$ cat src/rtl/flash_chunker.sv
module flash_chunker #(
  parameter int AW = 24,
  parameter int CW = 16
) (
  input  logic          clk,
  input  logic          rst_n,
  input  logic          req_valid,
  input  logic [AW-1:0] req_addr,
  input  logic [CW-1:0] req_count,
  input  logic          req_write,
  input  logic          req_data,
  output logic          busy,
  output logic          chunk_valid,
  output logic [AW-1:0] chunk_addr,
  output logic [5:0]    chunk_len_m1,
  output logic          chunk_write,
  output logic          chunk_has_data,
  input  logic          chunk_ack,
  input  logic          chunk_err,
  output logic          done,
  output logic          error
);
  localparam int PW = 8;
  localparam int LW = 7;

  logic [AW-1:0] addr_q;
  logic [CW-1:0] rem_q;
  logic          wr_q, dp_q;

  logic [PW:0]   to_edge;
  logic [CW-1:0] cand;
  logic [LW-1:0] len;
  logic          last;

  assign to_edge = (PW+1)'(1 << PW) - {1'b0, addr_q[PW-1:0]};
  assign cand    = (rem_q < CW'(to_edge)) ? rem_q : CW'(to_edge);

  always_comb begin
    if (!dp_q)               len = '0;
    else if (cand >= CW'(64)) len = LW'(64);
    else if (cand >= CW'(8))  len = {cand[LW-1:3], 3'b000};
    else                      len = cand[LW-1:0];
  end

  assign last           = !dp_q || (rem_q == CW'(len));
  assign chunk_addr     = addr_q;
  assign chunk_len_m1   = (len == '0) ? 6'd0 : 6'(len - LW'(1));
  assign chunk_write    = wr_q;
  assign chunk_has_data = dp_q;

  always_ff @(posedge clk) begin
    if (!rst_n) begin
      busy        <= 1'b0;
      chunk_valid <= 1'b0;
      done        <= 1'b0;
      error       <= 1'b0;
      addr_q      <= '0;
      rem_q       <= '0;
      wr_q        <= 1'b0;
      dp_q        <= 1'b0;
    end else begin
      done  <= 1'b0;
      error <= 1'b0;
      if (!busy) begin
        if (req_valid) begin
          busy        <= 1'b1;
          chunk_valid <= 1'b1;
          addr_q      <= req_addr;
          rem_q       <= req_data ? req_count : '0;
          wr_q        <= req_write;
          dp_q        <= req_data;
        end
      end else if (chunk_valid && chunk_ack) begin
        if (chunk_err) begin
          busy        <= 1'b0;
          chunk_valid <= 1'b0;
          error       <= 1'b1;
        end else if (last) begin
          busy        <= 1'b0;
          chunk_valid <= 1'b0;
          done        <= 1'b1;
          rem_q       <= '0;
        end else begin
          addr_q <= addr_q + AW'(len);
          rem_q  <= rem_q - CW'(len);
        end
      end
    end
  end

  a_r1_reset_idle: assert property (@(posedge clk)
    $past(!rst_n) |-> !busy && !chunk_valid && !done && !error);

  a_r3_no_page_cross: assert property (@(posedge clk) disable iff (!rst_n)
    chunk_valid && chunk_has_data |->
      ((chunk_addr + AW'(chunk_len_m1)) >> PW) == (chunk_addr >> PW));

  a_r5_legal_len: assert property (@(posedge clk) disable iff (!rst_n)
    chunk_valid && chunk_len_m1 >= 6'd8 |-> chunk_len_m1[2:0] == 3'b111);

  a_r6_addr_steps: assert property (@(posedge clk) disable iff (!rst_n)
    chunk_valid && chunk_ack && !chunk_err && !last |=>
      chunk_valid && chunk_addr == $past(chunk_addr) + AW'($past(chunk_len_m1)) + AW'(1));

  a_r8_err_stops: assert property (@(posedge clk) disable iff (!rst_n)
    chunk_valid && chunk_ack && chunk_err |=> error && !chunk_valid && !busy);

  a_r2_busy_excl: assert property (@(posedge clk) disable iff (!rst_n)
    (done || error) |-> !busy);
endmodule

$ cat config.mk
export PLATFORM = sky130hd
export DESIGN_NAME = flash_chunker
export DESIGN_NICKNAME = d
export VERILOG_FILES = /design/src/rtl/flash_chunker.sv
export SDC_FILE = /design/constraint.sdc
export NUM_CORES = 1
export LEC_CHECK = 0
export BUFFER_PORTS_ARGS = -buffer_cell sky130_fd_sc_hd__clkbuf_2
export CORE_UTILIZATION = 30
export CTS_CLUSTER_SIZE = 30
export DETAILED_ROUTE_END_ITERATION = 16
export GPL_TIMING_DRIVEN = 0
export PLACE_DENSITY = 0.61
export SLEW_MARGIN = 5
export SYNTH_ARGS = -nofsm -noshare
export SYNTH_HDL_FRONTEND = slang
export SYNTH_SLANG_ARGS = --single-unit
$ cat constraint.sdc
create_clock -name clk -period 11.3 [get_ports clk]
set_input_delay 2.26 -clock clk [delete_from_list [all_inputs] [get_ports clk]]
set_output_delay 2.26 -clock clk [all_outputs]
set_load 0.02 [all_outputs]
# [Word level (Yosys, flattened, before mapping)]
# Cells that the tools add are included.
# W data, S select, Z words.
[word_totals] output_inout_bits=36 reg_bits=46 word_cells=62 inputBits=47
[op_classes] magnitude_cmp=3 n_eq_ne=5 n_reduce_logical=11 muxes=28 bitwise_logic=3 n_addsub=4
[ops] operator="$mux W24" count=5
[ops] operator="$mux W16" count=7
[ops] operator="$add A24 B7 Y24" count=1
[ops] operator="$eq A16 B7 Y1" count=1
[ops] operator="$ge A16 B4 Y1 const B" count=1
[ops] operator="$ge A16 B7 Y1 const B" count=1
[ops] operator="$lt A16 B9 Y1" count=1
[ops] operator="$sub A16 B7 Y16" count=1
[ops] operator="$mux W7" count=2
[ops] operator="$mux W1" count=12
[ops] operator="$reduce_and A3 Y1" count=3
[ops] operator="$sub A9 B8 Y9 const A" count=1
[ops] operator="$logic_not A7 Y1" count=1
[ops] operator="$mux W6" count=1
[ops] operator="$sub A6 B1 Y6 const B" count=1
[ops] operator="$ne A2 B2 Y1 const B" count=2
[ops] operator="$reduce_and A4 Y1" count=1
[ops] operator="$reduce_or A4 Y1" count=1
[ops] operator="$mux W3" count=1
[ops] operator="$ne A3 B1 Y1 const B" count=1
[ops] operator="$not A1 Y1" count=3
[ops] operator="$ne A2 B1 Y1 const B" count=1
[ops] operator="$reduce_and A2 Y1" count=1
[ops] operator="$reduce_bool A2 Y1" count=1
[ops] operator="3 further kinds" count=3

# [Logic depth before layout (Yosys ltp)]
# Gate-level depths: netlist of the first run.
[depth] ltp_word=13 ltp_mapped=25 mapped_depth_nobuf=23

# [Worst setup path after synthesis of the first run]
# No wires, ideal clock.
[synth_timing] path_type="reg-to-output" startpoint="reg addr_q[1], in the netlist chunk_addr[1]" endpoint="out chunk_len_m1[4]" n_path_buf=1 slack_ps=5002 arrival_time_ps=4038 path_stages_with_launch=18 required_ps=9040 cell_sequence="dfxtp_1 inv_1 ha_1 nand2_1 xor2_1 inv_1 ha_1 a21oi_1 o21ai_0 maj3_2 a21bo_1 buf_6 o21ai_1 inv_1 ha_1 mux2_2 a22oi_1 a211oi_1"
[synth_between] elab_chain_len=9 elab_cells_between_ends=11 classes_between="add/sub (2); order compare (3); mux (5); reduce/logical (1)"
[synth_lines] element="start: declaration" line="26" rtl="logic [AW-1:0] addr_q;"
[synth_lines] element="start signal: assignment" line="68" rtl="addr_q <= req_addr;"
[synth_lines] element="start signal: assignment" line="84" rtl="addr_q <= addr_q + AW'(len);"
[synth_lines] element="$sub A9 B8 Y9 (*)" line="35" rtl="assign to_edge = (PW+1)'(1 << PW) - {1'b0, addr_q[PW-1:0]};"
[synth_lines] element="$lt A16 B9 Y1" line="36" rtl="assign cand = (rem_q < CW'(to_edge)) ? rem_q : CW'(to_edge);"
[synth_lines] element="$mux W16 (*)" line="36"
[synth_lines] element="$ge A16 B4 Y1" line="41" rtl="else if (cand >= CW'(8)) len = {cand[LW-1:3], 3'b000};"
[synth_lines] element="$mux W3" line="41"
[synth_lines] element="$mux W7 (*)" line="40" rtl="else if (cand >= CW'(64)) len = LW'(64);"
[synth_lines] element="$mux W7 (*)" line="39" rtl="if (!dp_q) len = '0;"
[synth_lines] element="$sub A6 B1 Y6 / $logic_not A7 Y1 (equally long branches)" line="47" rtl="assign chunk_len_m1 = (len == '0) ? 6'd0 : 6'(len - LW'(1));"
[synth_lines] element="$mux W6 (*)" line="47"
[synth_lines] element="end: declaration" line="15" rtl="output logic [5:0] chunk_len_m1,"
# Every way passes the cells marked *; elsewhere a longest branch is shown, timed or not.

# [Worst setup path in the final report of the first run]
[layout_timing] startpoint="reg addr_q[0], in the netlist chunk_addr[0]" endpoint="out chunk_len_m1[4]"
# Same word-level chain as after synthesis.

==> results.toml, run 1 <==
[flow_run]
maxCapViolCount = 0

[status]
status = "finished, final reports clean"

[critical_path]
rrSetupSlack_ns = 5.62
slowest_delay_ns = 0.54
critPathLaunchType = "flip-flop"
timing.rr.start = "chunk_addr[0]"
cp_top_family = "compound AO/OA/AOI/OAI gates"
worstSetupEndpointType = "output pin"
critical_path_class = "flip-flop to output pin"
worst_r2r_endpoint = "rem_q[10]"
rr_worst_depth = 22
crit_chain = "inv_1 -> ha_1 -> xnor2_1 -> inv_1 -> ha_1 -> a21o_1 -> a31oi_1 -> o21ai_0 -> maj3_2 -> a21bo_1 -> buf_6 -> o21ai_1 -> inv_1 -> ha_1 -> mux2_2 -> a22oi_1 -> a211oi_1 -> clkbuf_2"
crit_slowest_cell = "dfxtp_1"
setup.worst_path.start = "chunk_addr[0]"
critPathBufInv = 5
cp_max_fo = 10
arrival_ns = 4.71
cp.required_ns = 9.04

[clock_network]
cts_tree = "built"
cts_resized = 0
cts_inserted_buffers = 5
cts_setup_buffers = 0
cts_sinks = 46
ctsHoldBuffers = 0
cts_root_buf = "clkbuf_16"
htreeDepth = 2
insertion_delay_ns = 0.29
path_clk_slew_ns = 0.07
clk_path_buf_depth = 2

[drt]
post-route-drc-count = 0
post_drt_wl_per_cell_um = 15.4
totalWireLength_um = 11800
drtPass1Iterations = 5
vias_per_cell = 5.38
num_vias = 4119
final_antenna_net_count = 0
drtIter0Drc = 279

[timing]
fmax_ghz = 0.144
tightest_slew_ns = 0.865
slew_headroom_pct = 40.8
rsz0062_at_grt = "no"
setup-tns-final_ns = 0
fin_skew_ns = 0.00766
slew_violations = 0
fin_crit_ns = 6.97
post-route-period-util_pct = 61.6
setup_viol = 0
hold_viol = 0

[synthesis]
yosysMostFrequentCell = "nand2_1"
synth_edf_count = 0
postSynthCellCount = 507
synthFlopType = "dfxtp_1"
ys_types = 60
syn_area_per_cell_um2 = 7.39
synthTopCellsByArea = "dfxtp_1 (25%), ha_1 (8.7%), o21ai_0 (6.4%)"
synth_seq_cells = 46
async_flop_share_pct = 0
ys.warnings.count = 0
synth_area_um2 = 3750
seq_area_frac_synth_pct = 24.6
synth_top_cell_by_area = "dfxtp_1"
netlist.area_leader.share_pct = 24.6
synth.net_count = 582
synth_common_cells = "nand2_1 (52), nor2_1 (48), o21ai_0 (48)"

[layout]
antenna_cells = 0
nFillCells = 1334
final_nets = 671
ff_latch_area_um2 = 921
multi_input_area_um2 = 2620
drive_gt1_share_pct = 17.8
synthToLayoutAreaGrowth_pct = 21.0
final_core_util_pct = 37.4

[placed_design]
placement.io_buffers = 82
routabilityCongestion = 0.906
dp_hpwl_um = 9100

[floorplanning]
die_y_um = 114
rows = 40
coreArea_um2 = 12100
die_w_um = 114
io-pin-count = 83
dieArea_um2 = 12900
initial_utilization_pct = 30.9

[grt]
grt_usage_pct = 18.7
grt_pass1_vias = 3861
grt_antenna_before_repair = 0
grt_max_degree = 15
grt_pass1_wl_um = 19500
overflow = 0

[hold_path]
hp-class = "flip-flop to flip-flop"
hp-start = "chunk_valid"
min_to = "chunk_valid"
min_path_cells = 2

[power_and_ir_drop]
power_density_nw_per_um2 = 120
total_leakage_power_nw = 1.91
vdd_ir_drop_max_uv = 67.9
-- sequential cells by signal, summed over array words and instances, names as in the netlist --
signal / cells
busy: 1
error: 1
chunk_addr: 24
chunk_valid: 1
chunk_write: 1
chunk_has_data: 1
rem_q: 16
done: 1
-- through the flow --
| stage | worst slack, ns | instance area (um2) | power (mW) | instances | hold slack, ns |
|---|---|---|---|---|---|
| after detailed placement | 4.60 | 4370 | 0.378 | 757 | 0.469 |
| final | 4.33 | 4530 | 0.546 | 765 | 0.485 |
| after floorplan | 5.00 | 3750 | 0.322 | 507 | 0.436 |
| after CTS | 4.29 | 4530 | 0.547 | 765 | 0.478 |
| after global routing | 3.83 | 4530 | 0.577 | 765 | 0.516 |
| after global placement | 4.62 | 4370 | 0.375 | 757 | 0.450 |
-- final cells by class --
type | instances | area share, %
inverters | 30 | 2.48
repair buffers | 82 | 9.05
well taps | 168 | 4.64
flip-flops and latches | 46 | 20.3
clock inverters | 2 | 0.828
clock buffers | 6 | 2.84
plain buffers | 24 | 2.15
multi-input cells | 407 | 57.7
-- cell usage in the layout, fill, tap and decap left out, types with 3 or more instances in the layout --
master,instances
xor2_1,5
a221oi_1,6
or2_2,5
o211ai_1,3
o21ai_0,48
clkbuf_1,23
clkbuf_16,5
o21a_1,6
a22oi_1,4
nor2b_1,9
xnor2_1,9
nand2_1,52
dfxtp_1,46
and3_1,4
a31oi_1,3
clkbuf_2,82
o31ai_1,4
ha_1,26
a211oi_1,12
nand3_1,23
nor2_1,48
nor4_1,9
a21boi_0,6
and2_1,3
nor3_1,29
a21oi_1,28
nand4_1,4
a21o_1,8
mux2i_1,9
a32o_1,4
mux2_2,3
inv_1,30
nor4b_1,3
-- logic make-up after synthesis --
family                   synth area share, %
AO/OA/AOI/OAI                           26.6
XOR/XNOR                                3.27
adder cells (fa/ha/maj)                 10.1
buffers and inverters                   5.61
flip-flops                              24.6
multiplexers                            3.71
AND/OR/NAND/NOR                         26.1
-- worst reg2reg max path, stage by stage (launching register included) --
cell      delay (ns)
dfxtp_1         0.54
inv_1           0.08
ha_1            0.28
xnor2_1         0.20
inv_1           0.10
ha_1            0.30
a21o_1          0.18
a31oi_1         0.20
o21ai_0         0.13
maj3_2          0.30
a21bo_1         0.20
buf_6           0.14
clkbuf_1        0.21
o21a_1          0.27
ha_1            0.36
nand4_1         0.12
or4_1           0.50
o21ai_1         0.35
or2_2           0.18
clkbuf_1        0.30
a21oi_1         0.25
o311ai_0        0.18
o311ai_0        0.19
-- where the power goes --
group          internal, mW  switching (mW)
Sequential            0.174          0.0177
Clock                 0.105          0.0657
Combinational        0.0729           0.111
-- routing by layer --
| layer | vias to the layer above | GRT usage (%) | routed length (um) | part of all wire, % |
|---|---|---|---|---|
| met5 | - | 0 | 0 | 0 |
| met4 | 0 | 2.98 | 72 | 0.61 |
| met3 | 9 | 2.13 | 652 | 5.5 |
| met2 | 127 | 31.4 | 5430 | 46 |
| met1 | 1956 | 26.1 | 5600 | 48 |
| li1 | 2027 | - | - | - |
-- worst max path at each step --
stage | endpoint | slack [ns] | depth (start not counted)
2_1_floorplan | chunk_len_m1[4] | 5.00 | 17
3_3_place_gp | chunk_len_m1[4] | 4.62 | 18
3_5_place_dp | chunk_len_m1[4] | 4.60 | 18
4_1_cts | chunk_len_m1[4] | 4.29 | 18
5_1_grt | chunk_len_m1[4] | 3.83 | 18
6_report | chunk_len_m1[4] | 4.33 | 18
(Power assumes the default switching activity.)
==> run 2: changes to the inputs <==
- PLACE_DENSITY: 0.61 -> 0.63
- clock period: 11.3 -> 5.6 ns (I/O delays scaled with it)
==> results.toml, run 2 (synthesis results as in run 1) <==
[status]
status = "finished, final reports clean"

[clock_network]
cts_sinks = 46
insertion_delay_ns = 0.29
clk_path_buf_depth = 2
cts_tree = "built"
cts_root_buf = "clkbuf_16"
cts_resized = 5
ctsHoldBuffers = 0
htreeDepth = 2
cts_setup_buffers = 0
path_clk_slew_ns = 0.07
cts_inserted_buffers = 5

[floorplanning]
die_y_um = 114
coreArea_um2 = 12100
die_w_um = 114
initial_utilization_pct = 30.9
rows = 40
dieArea_um2 = 12900
io-pin-count = 83

[placed_design]
dp_hpwl_um = 9180
post-place-ws_ns = -0.0996
routabilityCongestion = 0.887
place_area_um2 = 4370
placement.io_buffers = 82

[critical_path]
timing.rr.start = "chunk_addr[1]"
crit_slowest_cell = "dfxtp_2"
crit_chain = "inv_1 -> ha_2 -> xnor2_2 -> inv_1 -> ha_1 -> a21o_1 -> a31oi_1 -> o21ai_0 -> maj3_2 -> a21bo_1 -> buf_6 -> nand4_1 -> o21ai_4 -> inv_1 -> ha_2 -> mux2_2 -> a22oi_1 -> a211oi_2 -> clkbuf_2"
critPathLaunchType = "flip-flop"
setup.worst_path.start = "chunk_addr[1]"
worstSetupEndpointType = "output pin"
critPathBufInv = 5
rr_worst_depth = 22
slowest_delay_ns = 0.41
cp_top_family = "compound AO/OA/AOI/OAI gates"
rrSetupSlack_ns = 0.32
cp_common_cell = "inv_1"
arrival_ns = 4.23
cp_max_fo = 10
cp.required_ns = 4.48
cp.depth = 19
critical_path_class = "flip-flop to output pin"

[power_and_ir_drop]
power_density_nw_per_um2 = 243
power.internal_mw = 0.712
power_frac_seq_pct = 34.7
p_switching_mw = 0.408
p_comb_share_pct = 34.4
total_power_mw = 1.12
p_clk_share_pct = 31.0
netSwitchingFraction_pct = 36.4
vdd_ir_drop_max_uv = 119
total_leakage_power_nw = 1.94

[flow_run]
maxCapViolCount = 0

[grt]
overflow = 0
grt_pass1_vias = 3935
grt_max_degree = 15
grt_pass1_wl_um = 19400
grt_antenna_before_repair = 0
grt_usage_pct = 18.8

[layout]
drive_gt1_share_pct = 19.8
final_common_cell = "clkbuf_2"
final_nets = 670
antenna_cells = 0
synthToLayoutAreaGrowth_pct = 22.7
largest_register_ffs = 24
final_cell_mix = "clkbuf_2 (83), nand2_1 (52), o21ai_0 (48), nor2_1 (48), dfxtp_1 (44)"
final_area_um2 = 4600
nFillCells = 1314

[timing]
fin_crit_ns = 5.35
fin_skew_ns = 0.00897
post-route-period-util_pct = 95.6
worst_slack_ns = 0.248
rsz0062_at_grt = "no"
slew_violations = 0
hold_viol = 0
slew_headroom_pct = 39.7
tightest_slew_ns = 0.902
setup_viol = 0
fmax_ghz = 0.187

[hold_path]
min_path_cells = 2
hp-start = "chunk_valid"
hp-class = "flip-flop to flip-flop"

[drt]
final_antenna_net_count = 0
drtPass1Iterations = 4
post_drt_wl_per_cell_um = 15.8
vias_per_cell = 5.41
totalWireLength_um = 12100
num_vias = 4130
post-route-drc-count = 0
drtIter0Drc = 288
[run 2: stage by stage]
stage                     std cells  hold slack, ns  setup TNS, ns  util [%]
after floorplan                 507           0.436              0         -
after global placement          757           0.455        -0.0207      36.1
after detailed placement        757           0.464         -0.119      36.1
after CTS                       764           0.478              0      37.5
after global routing            764           0.492              0      38.0
final                           764           0.475              0      38.0
[run 2: worst paths after layout]
| path | endpoint |
|---|---|
| setup / recovery | chunk_len_m1[4] |
| hold / removal | chunk_valid |
| hold reg to reg | chunk_valid |
| setup reg to reg | rem_q[10] |
[run 2: area by class of cell]
type                    count  area, um2  area share (%)
plain buffers              23       95.1            2.07
flip-flops and latches     46        926            20.1
repair buffers             82        410            8.93
multi-input cells         407       2680            58.3
well taps                 168        210            4.57
inverters                  30        113            2.45
clock inverters             3       40.0           0.871
clock buffers               5        125            2.72
[run 2: worst min-delay path, stage by stage (launching register included)]
cell and delay (ns):
dfxtp_1 0.33, inv_1 0.05, a21oi_1 0.05
[run 2: per-layer routing]
metal  global-route usage (%)  routed length [um]  up-vias
li1                         -                   -     2026
met1                     24.9                5740     1948
met2                     30.3                5420      134
met3                     3.56                 657       22
met4                     7.11                 278        0
met5                        0                   0        -
[run 2: power by group through the flow]
stage | Sequential (mW) | Combinational [mW] | Clock (mW)
after floorplan | 0.403 | 0.247 | 0
after global placement | 0.391 | 0.364 | 0
after detailed placement | 0.392 | 0.370 | 0
after CTS | 0.385 | 0.375 | 0.353
after global routing | 0.392 | 0.427 | 0.365
final | 0.388 | 0.385 | 0.347
